--- src/rtl/fbe_pkg.sv ---
package fbe_pkg;
   typedef enum logic [3:0] {
      ST_IDLE, ST_SWE, ST_ESU, ST_ERS, ST_ERS_OFF, ST_ESU_OFF,
      ST_EV_ON, ST_DWR, ST_DUM, ST_RD, ST_EV_OFF, ST_SWE_OFF, ST_FIN
   } fbe_state_e;

   localparam int VW = 16;
   localparam logic [7:0] DUMMY_BYTE = 8'hFF;
endpackage

--- src/rtl/fbe_selchk.sv ---
module fbe_selchk #(
   parameter int NBLK      = 4,
   parameter int AW        = 8,
   parameter int BLK_BYTES = 16,
   parameter int ASTEP     = 2,
   parameter int BASE0     = 0
) (
   input  logic [NBLK-1:0] sel_i,
   output logic            ok_o,
   output logic [AW-1:0]   base_o,
   output logic [AW-1:0]   last_o
);
   localparam int SCW = $clog2(NBLK + 1);
   localparam logic [AW-1:0] LAST_OFF = AW'(BLK_BYTES - ASTEP);

   logic [NBLK-1:0][AW-1:0] base_tab;
   logic [SCW-1:0]          nset;
   logic [AW-1:0]           base_or;

   for (genvar gi = 0; gi < NBLK; gi++) begin : g_base
      assign base_tab[gi] = AW'(BASE0 + gi * BLK_BYTES);
   end

   always_comb begin
      nset    = '0;
      base_or = '0;
      for (int i = 0; i < NBLK; i++) begin
         nset = nset + SCW'(sel_i[i]);
         if (sel_i[i]) base_or = base_or | base_tab[i];
      end
   end

   assign ok_o   = (nset == SCW'(1));
   assign base_o = base_or;
   assign last_o = base_or + LAST_OFF;
endmodule

--- src/rtl/fbe_timer.sv ---
module fbe_timer #(
   parameter int W = 8
) (
   input  logic         clk,
   input  logic         rst_n,
   input  logic         ld_i,
   input  logic [W-1:0] ld_val_i,
   output logic         zero_o
);
   logic [W-1:0] cnt_q;

   always_ff @(posedge clk or negedge rst_n) begin
      if (!rst_n)              cnt_q <= '0;
      else if (ld_i)           cnt_q <= ld_val_i;
      else if (cnt_q != '0)    cnt_q <= cnt_q - W'(1);
   end

   assign zero_o = (cnt_q == '0);

   a_r2_tmr_counts_down: assert property (@(posedge clk) disable iff (!rst_n)
      (!ld_i && cnt_q != '0) |=> (cnt_q == $past(cnt_q) - W'(1)));
endmodule

--- src/rtl/fbe_addr.sv ---
module fbe_addr #(
   parameter int AW    = 8,
   parameter int ASTEP = 2
) (
   input  logic          clk,
   input  logic          rst_n,
   input  logic          take_i,
   input  logic [AW-1:0] base_i,
   input  logic [AW-1:0] last_i,
   input  logic          rewind_i,
   input  logic          step_i,
   output logic [AW-1:0] addr_o,
   output logic          at_last_o
);
   logic [AW-1:0] base_q, last_q, addr_q;

   always_ff @(posedge clk or negedge rst_n) begin
      if (!rst_n) begin
         base_q <= '0;
         last_q <= '0;
         addr_q <= '0;
      end else if (take_i) begin
         base_q <= base_i;
         last_q <= last_i;
         addr_q <= base_i;
      end else if (rewind_i) begin
         addr_q <= base_q;
      end else if (step_i) begin
         addr_q <= addr_q + AW'(ASTEP);
      end
   end

   assign addr_o    = addr_q;
   assign at_last_o = (addr_q == last_q);

   a_r4_no_step_past_last: assert property (@(posedge clk) disable iff (!rst_n)
      step_i |-> (addr_q != last_q));
   a_r4_step_size: assert property (@(posedge clk) disable iff (!rst_n)
      (step_i && !take_i && !rewind_i) |=> (addr_q == $past(addr_q) + AW'(ASTEP)));
endmodule

--- src/rtl/fbe_seq.sv ---
module fbe_seq
   import fbe_pkg::*;
#(
   parameter int NBLK      = 4,
   parameter int AW        = 8,
   parameter int BLK_BYTES = 16,
   parameter int ASTEP     = 2,
   parameter int BASE0     = 0,
   parameter int CW        = 8,
   parameter int RW        = 4
) (
   input  logic            clk,
   input  logic            rst_n,
   input  logic            start,
   input  logic [NBLK-1:0] blk_sel,
   input  logic [RW-1:0]   max_tries,
   input  logic [CW-1:0]   w_swe_set,
   input  logic [CW-1:0]   w_esu_set,
   input  logic [CW-1:0]   w_ers_pulse,
   input  logic [CW-1:0]   w_ers_clr,
   input  logic [CW-1:0]   w_esu_clr,
   input  logic [CW-1:0]   w_ev_set,
   input  logic [CW-1:0]   w_dummy,
   input  logic [CW-1:0]   w_ev_clr,
   input  logic [CW-1:0]   w_swe_clr,
   input  logic [15:0]     fl_rdata,
   output logic            swe,
   output logic            esu,
   output logic            ers,
   output logic            ev,
   output logic            wdt_off,
   output logic            fl_wr,
   output logic            fl_rd,
   output logic [7:0]      fl_wdata,
   output logic [AW-1:0]   fl_addr,
   output logic            busy,
   output logic            done,
   output logic            fail,
   output logic            sel_err
);
   initial begin
      assert (NBLK >= 1) else $error("NBLK must be at least 1");
      assert (ASTEP >= 1 && BLK_BYTES % ASTEP == 0) else $error("block size must be a multiple of the step");
      assert (BASE0 + NBLK * BLK_BYTES <= (1 << AW)) else $error("blocks exceed address space");
      assert (RW >= 1 && CW >= 1) else $error("counter widths must be positive");
   end

   fbe_state_e    st_q, st_n;
   logic          tz, ld, sel_ok, at_last, rd_bad;
   logic [CW-1:0] ld_val;
   logic [AW-1:0] sel_base, sel_last;
   logic [RW-1:0] tries_q;
   logic          bad_q, sel_err_q, wdt_q;
   logic          take, rewind, step;

   fbe_selchk #(.NBLK(NBLK), .AW(AW), .BLK_BYTES(BLK_BYTES), .ASTEP(ASTEP), .BASE0(BASE0))
      u_sel (.sel_i(blk_sel), .ok_o(sel_ok), .base_o(sel_base), .last_o(sel_last));

   fbe_timer #(.W(CW))
      u_tmr (.clk(clk), .rst_n(rst_n), .ld_i(ld), .ld_val_i(ld_val), .zero_o(tz));

   fbe_addr #(.AW(AW), .ASTEP(ASTEP))
      u_addr (.clk(clk), .rst_n(rst_n), .take_i(take), .base_i(sel_base), .last_i(sel_last),
              .rewind_i(rewind), .step_i(step), .addr_o(fl_addr), .at_last_o(at_last));

   assign rd_bad = (fl_rdata != {VW{1'b1}});

   always_comb begin
      st_n = st_q;
      unique case (st_q)
         ST_IDLE:    if (start && sel_ok) st_n = ST_SWE;
         ST_SWE:     if (tz) st_n = ST_ESU;
         ST_ESU:     if (tz) st_n = ST_ERS;
         ST_ERS:     if (tz) st_n = ST_ERS_OFF;
         ST_ERS_OFF: if (tz) st_n = ST_ESU_OFF;
         ST_ESU_OFF: if (tz) st_n = ST_EV_ON;
         ST_EV_ON:   if (tz) st_n = ST_DWR;
         ST_DWR:     st_n = ST_DUM;
         ST_DUM:     if (tz) st_n = ST_RD;
         ST_RD:      st_n = (rd_bad || at_last) ? ST_EV_OFF : ST_DWR;
         ST_EV_OFF:  if (tz) st_n = (!bad_q || tries_q >= max_tries) ? ST_SWE_OFF : ST_ESU;
         ST_SWE_OFF: if (tz) st_n = ST_FIN;
         ST_FIN:     st_n = ST_IDLE;
         default:    st_n = ST_IDLE;
      endcase
   end

   always_comb begin
      unique case (st_n)
         ST_SWE:     ld_val = w_swe_set;
         ST_ESU:     ld_val = w_esu_set;
         ST_ERS:     ld_val = w_ers_pulse;
         ST_ERS_OFF: ld_val = w_ers_clr;
         ST_ESU_OFF: ld_val = w_esu_clr;
         ST_EV_ON:   ld_val = w_ev_set;
         ST_DUM:     ld_val = w_dummy;
         ST_EV_OFF:  ld_val = w_ev_clr;
         ST_SWE_OFF: ld_val = w_swe_clr;
         default:    ld_val = '0;
      endcase
   end

   assign ld     = (st_n != st_q);
   assign take   = (st_q == ST_IDLE) && (st_n == ST_SWE);
   assign rewind = (st_q == ST_ESU_OFF) && (st_n == ST_EV_ON);
   assign step   = (st_q == ST_RD) && (st_n == ST_DWR);

   always_ff @(posedge clk or negedge rst_n) begin
      if (!rst_n) begin
         st_q      <= ST_IDLE;
         tries_q   <= '0;
         bad_q     <= 1'b0;
         sel_err_q <= 1'b0;
         wdt_q     <= 1'b0;
      end else begin
         st_q      <= st_n;
         sel_err_q <= (st_q == ST_IDLE) && start && !sel_ok;
         wdt_q     <= (st_n == ST_ERS);
         if (take)
            tries_q <= RW'(1);
         else if (st_q == ST_EV_OFF && st_n == ST_ESU)
            tries_q <= tries_q + RW'(1);
         if (rewind)
            bad_q <= 1'b0;
         else if (st_q == ST_RD && rd_bad)
            bad_q <= 1'b1;
      end
   end

   assign swe      = !(st_q inside {ST_IDLE, ST_SWE_OFF, ST_FIN});
   assign esu      = st_q inside {ST_ESU, ST_ERS, ST_ERS_OFF};
   assign ers      = (st_q == ST_ERS);
   assign ev       = st_q inside {ST_EV_ON, ST_DWR, ST_DUM, ST_RD};
   assign fl_wr    = (st_q == ST_DWR);
   assign fl_rd    = (st_q == ST_RD);
   assign fl_wdata = DUMMY_BYTE;
   assign busy     = (st_q != ST_IDLE);
   assign done     = (st_q == ST_FIN) && !bad_q;
   assign fail     = (st_q == ST_FIN) && bad_q;
   assign sel_err  = sel_err_q;
   assign wdt_off  = wdt_q;

   a_r1_err_while_idle: assert property (@(posedge clk) disable iff (!rst_n)
      sel_err |-> !busy);
   a_r2_ers_inside_esu: assert property (@(posedge clk) disable iff (!rst_n)
      ers |-> (esu && swe));
   a_r2_ev_excludes_esu: assert property (@(posedge clk) disable iff (!rst_n)
      ev |-> (!esu && swe));
   a_r3_wdt_tracks_ers: assert property (@(posedge clk) disable iff (!rst_n)
      wdt_off == ers);
   a_r9_result_excl: assert property (@(posedge clk) disable iff (!rst_n)
      !(done && fail));
   a_r9_result_ends_busy: assert property (@(posedge clk) disable iff (!rst_n)
      (done || fail) |=> (!busy && !done && !fail));
   a_r11_wr_in_verify: assert property (@(posedge clk) disable iff (!rst_n)
      fl_wr |-> ev);
   a_r6_tries_nonzero: assert property (@(posedge clk) disable iff (!rst_n)
      esu |-> (tries_q != '0));
endmodule

--- config.mk ---
export PLATFORM = sky130hd
export DESIGN_NAME = fbe_seq
export DESIGN_NICKNAME = d
export VERILOG_FILES = /design/src/rtl/fbe_pkg.sv /design/src/rtl/fbe_selchk.sv /design/src/rtl/fbe_timer.sv /design/src/rtl/fbe_addr.sv /design/src/rtl/fbe_seq.sv
export SDC_FILE = /design/constraint.sdc
export NUM_CORES = 1
export LEC_CHECK = 0
export ABC_AREA = 1
export BUFFER_PORTS_ARGS = -buffer_cell sky130_fd_sc_hd__buf_2
export CAP_MARGIN = 20
export CORE_ASPECT_RATIO = 0.9
export CORE_MARGIN = 8
export CORE_UTILIZATION = 30
export DETAILED_ROUTE_END_ITERATION = 8
export GPL_TIMING_DRIVEN = 1
export PLACE_DENSITY_LB_ADDON = 0.3
export SLEW_MARGIN = 30
export SYNTH_ARGS = -nofsm -noshare
export SYNTH_HDL_FRONTEND = slang
export SYNTH_HIERARCHICAL = 1
export SYNTH_SLANG_ARGS = --single-unit
export TNS_END_PERCENT = 1
--- constraint.sdc ---
create_clock -name clk -period 6.6 [get_ports clk]
set_input_delay 0.33 -clock clk [delete_from_list [all_inputs] [get_ports clk]]
set_output_delay 0.33 -clock clk [all_outputs]
set_load 0.03 [all_outputs]
# Word-level counts from Yosys, hierarchy flattened
# Cells that the tools add are included.
dict set report classes {
  add_sub_neg 7
  multipliers 0
  div_mod_pow 0
  order_cmp 1
  eq_ne 26
  shifts 0
  n_mux 26
  bitwise 0
  n_reduce_logical 26
}
# cell count
set ops {}
lappend ops {{$pmux 8 s9} 1}
lappend ops {{$mux 4} 14}
lappend ops {{$pmux 4 s12} 1}
lappend ops {{$mux 8} 5}
lappend ops {{$eq 4x3->1 const B} 8}
lappend ops {{$eq 4x4->1 const B} 8}
lappend ops {{$eq 4x2->1 const B} 4}
lappend ops {{$ne 16x16->1 const B} 1}
lappend ops {{$mux 6} 2}
lappend ops {{$logic_and 1x1->1} 10}
lappend ops {{$reduce_bool 3->1} 3}
lappend ops {{$add 8x2->8 const B} 1}
lappend ops {{$add 8x4->8 const B} 1}
lappend ops {{$eq 4x1->1 const B} 2}
lappend ops {{$eq 8x8->1} 1}
lappend ops {{$logic_not 8->1} 1}
lappend ops {{$reduce_bool 4->1} 2}
lappend ops {{$reduce_bool 8->1} 1}
lappend ops {{$sub 8x1->8 const B} 1}
lappend ops {{$add 3x1->3} 2}
lappend ops {{$reduce_bool 2->1} 3}
lappend ops {{$mux 5} 1}
lappend ops {{$add 4x1->4 const B} 1}
lappend ops {{$ge 4x4->1} 1}
lappend ops {{7 further kinds} 11}
dict set report word_totals {
  register_bits 43
  latch_bits 0
  ram_bits 0
  romBits 0
  memories 0
}

# Longest topological paths before layout
# Gate-level depths: netlist of run 1.
dict set report logic_depth {
  depth_word 12
  mapped_depth 22
  mapped_depth_nobuf 22
}

# Hierarchy
# Netlist of run 1, hierarchy kept.
# mod instances cells_each area_per_inst_um2 seq_area_each_um2
set by_module_without_submodules {}
lappend by_module_without_submodules {fbe_seq 1 305 1709.1 275.3}
lappend by_module_without_submodules {fbe_addr 1 156 1278.7 600.6}
lappend by_module_without_submodules {fbe_timer 1 71 531.8 200.2}
lappend by_module_without_submodules {fbe_selchk 1 29 197.7 0.0}

# Least setup slack after synthesis of run 1
# No wires, ideal clock.
dict set report synth_timing {
  kind {input to register}
  startpoint {input blk_sel[0]}
  endpoint {register u_tmr.cnt_q[1]}
  setup_ps 117
  t_arrival_ps 2728
  t_required_ps 6483
  path_slack_ps 3755
  cell_stages 19
  path_buffers 1
  cell_sequence {inv_1 > fa_1 > inv_1 > ha_1 > ha_1 > inv_1 > nand2_1 > nor2_1 > nand3_4 > nand4_2 > nor2_4 > nand2_1 > xor2_1 > o2111ai_1 > buf_2 > nand2_1 > o21ai_0 > nand2_1 > o21ai_2}
}
dict set report synth_via {
  elab_cells_between_ends 20
  cone_classes {3 x add/sub; 11 x eq/ne; 4 x mux; 2 x reduce/logical}
}
# item line_no
set synth_rtl {}
lappend synth_rtl {{start, declared} fbe_seq.sv:15} ;# input logic [NBLK-1:0] blk_sel,
lappend synth_rtl {{$add 1x1->2 *} fbe_selchk.sv:28} ;# nset = nset + SCW'(sel_i[i]);
lappend synth_rtl {{$add 3x1->3 * (2 in a row)} fbe_selchk.sv:28}
lappend synth_rtl {{$eq 3x1->1 *} fbe_selchk.sv:33} ;# assign ok_o = (nset == SCW'(1));
lappend synth_rtl {{via sel_ok} fbe_seq.sv:49} ;# logic tz, ld, sel_ok, at_last, rd_bad;
lappend synth_rtl {{$logic_and 1x1->1 *} fbe_seq.sv:71} ;# ST_IDLE: if (start && sel_ok) st_n = ST_SWE;
lappend synth_rtl {{$mux 4 *} fbe_seq.sv:71}
lappend synth_rtl {{$pmux 4 s12 *} fbe_seq.sv:70} ;# unique case (st_q)
lappend synth_rtl {{via st_n[0]} fbe_seq.sv:48} ;# fbe_state_e st_q, st_n;
lappend synth_rtl {{$ne 4x4->1 *} fbe_seq.sv:103} ;# assign ld = (st_n != st_q);
lappend synth_rtl {{via ld} fbe_seq.sv:49}
lappend synth_rtl {{$mux 8 or $reduce_bool 2->1 (tied branches)} n/a}
lappend synth_rtl {{end signal, assigned} fbe_timer.sv:14} ;# else if (ld_i) cnt_q <= ld_val_i;
lappend synth_rtl {{end signal, assigned} fbe_timer.sv:15} ;# else if (cnt_q != '0) cnt_q <= cnt_q - W'(1);
lappend synth_rtl {{end, declared} fbe_timer.sv:10} ;# logic [W-1:0] cnt_q;
# Mark *: on every way through the listed nets, which the timed path passes. The rest lies on a longest branch.
# A chain may end at the register's enable or synchronous reset.

# Worst setup path in the final report of run 1
dict set report layout_timing {
  startpoint {input blk_sel[0]}
  endpoint {register u_tmr.cnt_q[4]}
}
# Same word-level chain as after synthesis.

==> summary.md, run 1 <==
| Metric | Value |
|---|---|
| Outcome | finished clean |
| Syn_area_per_cell | 6.63 um2 |
| Slew Limit Fails | 0 |
| WL/cell | 12.8 um |
| Ant. Diodes | 0 |
| Setup total negative slack | 0 ps |
| Max Buffers Root-to-Sink | 2 |
| Die height | 122 um |
| HPWL after DPL | 8.83 mm |
| HP Class | in -> async |
| Mapped Cells | 561 |
| Flop-to-flop setup slack | 3420 ps |
| Crit-path cells | buf_2 -> inv_1 -> fa_1 -> inv_1 -> ha_1 -> ha_1 -> inv_1 -> nand2_1 -> nor2_1 -> nand3_4 -> nand4_2 -> nor2_4 -> nand2_1 -> xor2_1 -> o2111ai_1 -> inv_1 -> nand2_4 -> a21boi_1 |
| Area of the core | 12,100 um2 |
| Clock Skews | 5.93 ps |
| Hold buffers post-CTS | 0 |
| R2R cell count | 18 |
| H-Tree Depth | 2 |
| Gpl congestion | 0.881 |
| Final period utilization | 48.9% |
| Routed WL | 10.7 mm |
| Chip width | 133 um |
| Worst IR Drop VDD | 0.000234 V |
| CP Data Arrival Time | 3390 ps |
| Buffer count from post-CTS setup fixing | 0 |
| RSZ-0062 raised after global routing | no |
| Layout area overhead | 22.6% |
| Pwr per Cell Area | 457 nW/um2 |
| Port Buf Inserts | 117 |
| Setup WS pre-CTS | 3050 ps |
| CP bufs+invs | 5 |
| CTS tree | built |
| Residual DRC count | 0 |
| Clock Latency Late Sink | 280 ps |
| Fin Hold WS | 30.8 ps |
| Iteration count of the initial detailed-routing pass | 5 |
| Via/cell ratio | 4.54 |
| Area of the multi-input gates | 2210 um2 |
| Crit start category | input port |
| Worst-path clk slew | 60 ps |
| GR Util All Layers | 13.2% |
| DR iter-0 viols | 327 |
| Vias in the first global route | 3,884 |
| Slowest Stage Delay on Critical Path | 530 ps |
| Worst Path Max Fanout | 12 |
| Synthesis Warnings | 6 |
| Final Hold Viols | 0 |
| Antenna Violating Nets Remaining | 0 |
| CTS buffer count | 5 |
| Final non-filler cell area | 4560 um2 |
| Nets | 783 |
| Seq/Total Area, Yosys | 28.9% |
| GRT overflow | 0 |
| Post-Route Utilization | 37.7% |
| DIE AREA | 16,200 um2 |
| Placed Area | 4370 um2 |
| CTS Sinks | 43 |
| Starting Density | 30.8% |
| Capture point of the worst reg-to-reg path | u_tmr/cnt_q[4] |
| Fill cell count | 1,286 |
| # rows | 38 |
| Root Buffer | clkbuf_16 |
| Max-cap violations | 0 |
| Post-layout min period | 3230 ps |
| Crit path kind | in -> reg |
| Flops & latches, synth | 43 |
| Synthesized cell area | 3720 um2 |
| Reg area | 1080 um2 |
| Leakage | 0.00256 uW |
| Worst Tran Pin Value | 854 ps |
| Slowest cell on crit path | fa_1 |
| Slew headroom | 43.0% |
| CTS resizes | 0 |
| Fmax | 0.310 GHz |
| Share of cells above drive strength 1 | 26.5% |
| First-pass GRT wire length | 17.9 mm |
| Distinct cells, synth | 42 |
| I/O pin count | 126 |
| RR Startpoint | u_tmr/cnt_q[0] |
| Worst EP required | 6760 ps |
| Initial antenna violation count | 0 |
| Crit path max-delay family | adder cells |
| # setup viols final | 0 |
| Via Count | 3,794 |
| Pin count of the biggest net entering global routing | 44 |
| Critical Path Sink Type | flip-flop |
| Worst setup margin | 3370 ps |
| Most used cell, CP | inv_1 |
## worst max-delay path by stage
| stage | to | from | slack (ps) | cells after the start |
|---|---|---|---|---|
| 2_1_floorplan | u_tmr/cnt_q[1] | blk_sel[0] | 3750 | 19 |
| 3_3_place_gp | u_addr/addr_o[2] | blk_sel[0] | 3190 | 17 |
| 3_5_place_dp | u_tmr/cnt_q[4] | blk_sel[0] | 3050 | 18 |
| 4_1_cts | u_tmr/cnt_q[4] | blk_sel[0] | 3360 | 18 |
| 5_1_grt | u_tmr/cnt_q[0] | blk_sel[0] | 3030 | 19 |
| 6_report | u_tmr/cnt_q[4] | blk_sel[0] | 3370 | 18 |
## cell usage after synthesis, drive strengths merged
cell / instances / area share (%)
nor2: 81 / 11
fa: 1 / 0.54
bufinv: 1 / 0.47
nor3: 2 / 0.27
o22ai: 1 / 0.17
clkinv: 2 / 0.20
inv: 67 / 7.0
o211ai: 1 / 0.20
xnor2: 10 / 2.4
or2: 1 / 0.17
dfrtp: 43 / 29
o2111ai: 1 / 0.24
a31oi: 3 / 0.50
nand2: 203 / 22
o21bai: 4 / 0.81
o31ai: 1 / 0.34
conb: 3 / 0.30
a21boi: 1 / 0.20
xor2: 5 / 1.2
clkbuf: 1 / 0.10
o21ai: 21 / 3.1
nand4: 7 / 1.3
nand3: 42 / 6.6
a21oi: 20 / 2.7
a22oi: 2 / 0.40
ha: 9 / 3.0
buf: 28 / 5.5
## layout make-up
| type | count | area share, % |
|---|---|---|
| Clock buffer | 6 | 2.83 |
| Multi-Input combinational cell | 436 | 48.5 |
| Tap cell | 160 | 4.39 |
| Clock inverter | 2 | 1.32 |
| Sequential cell | 43 | 23.6 |
| Timing Repair Buffer | 118 | 13.1 |
| Inverter | 70 | 6.29 |
## registers in the layout (all words and copies together), names as in the netlist
name	flops
st_q	4
u_addr/last_q	8
tries_q	4
sel_err	1
u_addr/base_q	8
bad_q	1
u_tmr/cnt_q	8
wdt_off	1
u_addr/addr_o	8
## routing by layer
layer,vias to the layer above,wire length (um),GRT usage [%]
met5,-,0,0
met4,0,120,3.36
met3,11,574,2.35
met2,127,5330,22.8
met1,1719,4690,16.6
li1,1937,-,-
## logic make-up (layout without fill, tap and decap cells)
group	Yosys count	after routing	share of synthesized area, %
AND/OR/NAND/NOR	336	336	41.7
other	3	20	0.303
XOR/XNOR	15	15	3.53
buffers and inverters	99	196	13.3
AO/OA/AOI/OAI	55	55	8.68
flip-flops	43	43	28.9
adder cells (fa/ha/maj)	10	10	3.57
## placed cells by master, fill, tap and decap left out, drive strengths merged
master,n
xnor2,10
o31ai,1
nor2,81
dfrtp,43
ha,9
a22oi,2
o21ai,21
nor3,2
a21boi,1
a31oi,3
xor2,5
inv,67
buf,118
nand4,7
bufinv,3
conb,20
o2111ai,1
a21oi,20
o21bai,4
o211ai,1
clkinv,2
o22ai,1
fa,1
nand2,203
or2,1
nand3,42
clkbuf,6
## through the flow
stage                     std cells  total power, uW
after global placement          827             1740
after global routing            835             2280
after CTS                       835             2090
after detailed placement        827             1760
final                           835             2080
after floorplan                 578             1470
## where the power goes
part	switching, uW	internal, uW
sequential	123	387
clock	101	217
combinational	828	426
Note: power is estimated with default switching activity, not from simulation.
==> run 2, diff against run 1 <==
- clock period: 6.6 -> 2.73 ns (I/O delays scaled with it)
==> run 2 against run 1 <==
Net effect: via count grew 1.3%; global-route usage grew 0.067 points; total power increased to 2.6 times the previous value; non-clock buffer count grew 35; wire length up 2.4%; sequential power is 130% higher; die area stayed put; combinational power grew to 2.8 times the previous value.
==> summary.md, run 2 (synthesis gave the netlist of run 1 again) <==
| Metric | Value |
|---|---|
| Hold path endpoint | sel_err |
| Commonest non-fill, non-tap cell in the layout | nand2_1 |
| H-Tree Depth | 2 |
| Hold_sp | start |
| Slew Limit Fails | 0 |
| Outcome | finished clean |
| Fin Hold WS | 103 ps |
| Clock Latency Late Sink | 280 ps |
| CP startpoint | blk_sel[0] |
| Antenna Violating Nets Remaining | 0 |
| Worst IR Drop VDD | 0.000505 V |
| Worst Tran Pin Value | 745 ps |
| Met1 Use GR | 17.0% |
| GR peak layer | met2 |
| Die height | 122 um |
| WL/cell | 12.6 um |
| CTS tree | built |
| GRT overflow | 0 |
| DIE AREA | 16,200 um2 |
| Crit path kind | in -> reg |
| Initial antenna violation count | 0 |
| Area of the core | 12,100 um2 |
| RR Startpoint | u_tmr/cnt_q[0] |
| Nets | 818 |
| Root Buffer | clkbuf_16 |
| Fmax | 0.389 GHz |
| Post-layout min period | 2570 ps |
| CTS buffer count | 5 |
| Share of cells above drive strength 1 | 31.5% |
| Max-cap violations | 0 |
| Hold Path Depth | 3 |
| Critical Path Sink Type | flip-flop |
| CTS Sinks | 43 |
| Via Count | 3,844 |
| R2R cell count | 23 |
| Final period utilization | 94.1% |
| Routed WL | 11.0 mm |
| # rows | 38 |
| DR iter-0 viols | 187 |
| Worst-path clk slew | 60 ps |
| Flop-to-flop setup slack | 210 ps |
| HP Class | in -> reg |
| Capture point of the worst reg-to-reg path | u_tmr/cnt_q[0] |
| GRT met3 Usage | 2.14% |
| Pwr per Cell Area | 1120 nW/um2 |
| Vias in the first global route | 3,874 |
| Setup WS pre-CTS | -213 ps |
| GR Util All Layers | 13.2% |
| Worst Path Max Fanout | 8 |
| Max Buffers Root-to-Sink | 2 |
| Worst setup margin | 160 ps |
| # setup viols final | 0 |
| Via/cell ratio | 4.42 |
| Crit start category | input port |
| Layout area overhead | 31.7% |
| Chip width | 133 um |
| Pin count of the biggest net entering global routing | 44 |
| Gpl congestion | 0.896 |
| HPWL after DPL | 9.06 mm |
| Most frequent cells in the layout | 188 x nand2_1, 116 x buf_2, 62 x nor2_1 |
| Starting Density | 30.8% |
| Leakage | 0.00275 uW |
| Port Buf Inserts | 117 |
| Final Hold Viols | 0 |
| Finished Layout Cells | 870 |
| CP Data Arrival Time | 2750 ps |
| M2 GR Usage | 22.7% |
| I/O pin count | 126 |
| Ant. Diodes | 0 |
| Clock Skews | 4.52 ps |
| Residual DRC count | 0 |
| First-pass GRT wire length | 18.0 mm |
| Slew headroom | 50.3% |
| Worst EP required | 2910 ps |
| Iteration count of the initial detailed-routing pass | 4 |
| Post-placement cell count | 851 |
-- run 2: worst max path at each step --
stage / endpoint / slack, ps / cells after the start
CTS: u_tmr/cnt_q[0] / 10 / 23
finish: u_tmr/cnt_q[5] / 160 / 21
global route: u_tmr/cnt_q[1] / -60 / 22
detailed placement: u_tmr/cnt_q[0] / -210 / 20
floorplan: u_tmr/cnt_q[1] / 80 / 19
global placement: u_tmr/cnt_q[5] / -130 / 21
-- run 2: per-stage QoR --
step / total power, uW / util, % / setup TNS (ps) / instance area [um2]
3_5_place_dp: 4540 / 37.7 / -1150 / 4550
6_report: 5470 / 40.5 / 0 / 4890
5_1_grt: 5990 / 40.5 / -91.4 / 4890
4_1_cts: 5340 / 39.3 / 0 / 4750
3_3_place_gp: 4460 / 37.7 / -739 / 4550
2_1_floorplan: 3560 / - / 0 / 3780
-- run 2: cell type report --
type	count	area [um2]
clock buffers	5	125
multi-input cells	436	2280
clock inverters	3	67.6
inverters	70	287
fillers	1293	7180
repair buffers	153	861
flip-flops and latches	43	1080
well taps	160	200
-- run 2: critical path: stages --
cell and delay (ps):
buf_2 70, inv_1 40, fa_1 530, inv_1 40, ha_1 170, ha_1 260, inv_1 50, nand2_1 50
nor2_2 150, nand3_4 110, nand4_4 120, nor2_4 70, nand3_4 150, nor2_8 60, buf_4 160, nand2_1 50
nand3_1 60, nor2_1 210, nand2_1 100, nand2_1 100, nand2_1 50
-- run 2: routing by layer --
layer,wire length [um],share of wire [%]
met1,4920,45
met2,5520,50
met3,448,4.1
met4,87,0.79
met5,0,0
-- run 2: repair_timing --
item,CTS,global route
hold buffers,1,0
setup endpoints to repair,0,10
resized for setup,0,16
setup buffers,0,10
hold endpoints to repair,43,0
-- run 2: power breakdown --
| group | switching, uW | internal [uW] |
|---|---|---|
| clock network | 248 | 524 |
| logic | 2150 | 1360 |
| registers | 249 | 936 |
==> run 3, diff against run 2 <==
- CORE_UTILIZATION: 30 -> 45
- clock period: 2.73 -> 2.8 ns (I/O delays scaled with it)
==> run 3 against run 2 <==
Net effect: register-to-register slack improved by 20 ps; critical endpoint unchanged; flip-flop and latch count is the same; largest power group unchanged; count of clock-buffer cells in the layout is 1 higher.
==> summary.md, run 3 (synthesis gave the netlist of run 1 again) <==
| Metric | Value |
|---|---|
| Commonest non-fill, non-tap cell in the layout | nand2_1 |
| Nets | 802 |
| # rows | 31 |
| Crit path kind | in -> reg |
| Post-Route Utilization | 57.6% |
| Area of the core | 8030 um2 |
| Crit start category | input port |
| Initial antenna violation count | 0 |
| Final Hold Viols | 0 |
| I/O pin count | 126 |
| H-Tree Depth | 2 |
| Leakage | 0.00265 uW |
| Pin count of the biggest net entering global routing | 25 |
| CTS tree | built |
| Fmax | 0.385 GHz |
| Worst Path Max Fanout | 4 |
| Via/cell ratio | 4.73 |
| Root Buffer | clkbuf_8 |
| # setup viols final | 0 |
| DIE AREA | 11,400 um2 |
| Clock Latency Late Sink | 290 ps |
| Vias in the first global route | 3,850 |
| Gpl congestion | 0.900 |
| Iteration count of the initial detailed-routing pass | 4 |
| Setup total negative slack | 0 ps |
| Worst Tran Pin Value | 671 ps |
| Slew Limit Fails | 0 |
| Slew headroom | 55.3% |
| Crit-path cells | buf_2 -> inv_1 -> fa_1 -> inv_1 -> ha_1 -> ha_1 -> inv_1 -> nand2_1 -> nor2_1 -> nand3_4 -> nand4_2 -> nor2_4 -> nand2_1 -> xor2_1 -> o2111ai_2 -> buf_4 -> nor2_4 -> nand3_1 -> nand2_1 |
| Ant. Diodes | 0 |
| Via Count | 3,750 |
| Pwr per Cell Area | 1090 nW/um2 |
| Fin Hold WS | 111 ps |
| Residual DRC count | 0 |
| Slowest cell on crit path | fa_1 |
| Die height | 102 um |
| Most frequent cells in the layout | 191 x nand2_1, 117 x buf_2, 63 x nor2_1 |
| Antenna Violating Nets Remaining | 0 |
| Routed WL | 10.1 mm |
| GR Util All Layers | 17.6% |
| Total power | 5030 uW |
| Max Buffers Root-to-Sink | 2 |
| HP Class | in -> reg |
| Final period utilization | 92.7% |
| First-pass GRT wire length | 17.0 mm |
| Critical Path Sink Type | flip-flop |
| Chip width | 112 um |
| Worst IR Drop VDD | 0.000535 V |
| WL/cell | 12.8 um |
| Starting Density | 46.3% |
| Layout area overhead | 24.3% |
| HPWL after DPL | 8.45 mm |
| CP Data Arrival Time | 2830 ps |
| CTS Sinks | 43 |
| Outcome | finished clean |
| GRT overflow | 0 |
| DR iter-0 viols | 121 |
| Port Buf Inserts | 117 |
| Max-cap violations | 0 |
| Clock Skews | 8.33 ps |
| Slowest Stage Delay on Critical Path | 520 ps |
| Worst-path clk slew | 80 ps |
| CTS buffer count | 5 |
| Share of cells above drive strength 1 | 29.1% |
| Post-layout min period | 2600 ps |
| Worst EP required | 3030 ps |
## run 3: final timing paths
| check | startpoint | to | slack (ps) | cells after the start |
|---|---|---|---|---|
| setup / recovery | blk_sel[0] | u_tmr/cnt_q[5] | 200 | 19 |
| hold / removal | start | sel_err | 110 | 3 |
| setup reg to reg | u_tmr/cnt_q[0] | u_tmr/cnt_q[5] | 230 | 19 |
| hold reg to reg | u_addr/base_q[0] | u_addr/base_q[0] | 480 | 2 |
| max in group asynchronous | rst_n | u_addr/last_q[2] | 1930 | 3 |
| min in group asynchronous | rst_n | u_addr/last_q[6] | 370 | 2 |
## run 3: layout make-up
class                   instances  area [um2]
repair buffers                137         762
inverters                      70         287
fillers                       784        3410
well taps                      99         124
clock buffers                   6        72.6
clock inverters                 2        60.1
flip-flops and latches         43        1080
multi-input cells             436        2240
## run 3: critical path: cells and delay by family
kind	cells	cell delay, ps
AOI/OAI and AO/OA	1	180
xor gates and xnor gates	1	200
adders and majority gates	3	960
buffers and inverters	5	400
and+or+nand+nor	9	930
## run 3: per-stage QoR
stage	setup WS [ps]	cells	area, um2
global route	-15.0	793	4620
finish	205	793	4620
global placement	-28.4	779	4390
CTS	78.5	789	4560
detailed placement	-161	780	4420
floorplan	145	578	3780
## run 3: repair_timing
action,CTS,global route
hold buffers,1,0
hold endpoints to repair,19,0
resized for setup,0,11
setup buffers,0,4
endpoints found under the setup margin,0,8
## run 3: report_power, final
part / internal [uW] / switching (uW) / leakage [uW] / total (uW)
combinational: 1250 / 2020 / 0.00205 / 3270
sequential: 910 / 268 / 0.000530 / 1180
clock: 357 / 220 / 0.0000654 / 577
## run 3: metal layers
metal,wire length [um],vias to the layer above,track usage (%)
met1,4680,1687,22.2
met5,0,-,0
li1,-,1972,-
met4,76,0,2.83
met2,4910,84,31.3
met3,451,7,3.48
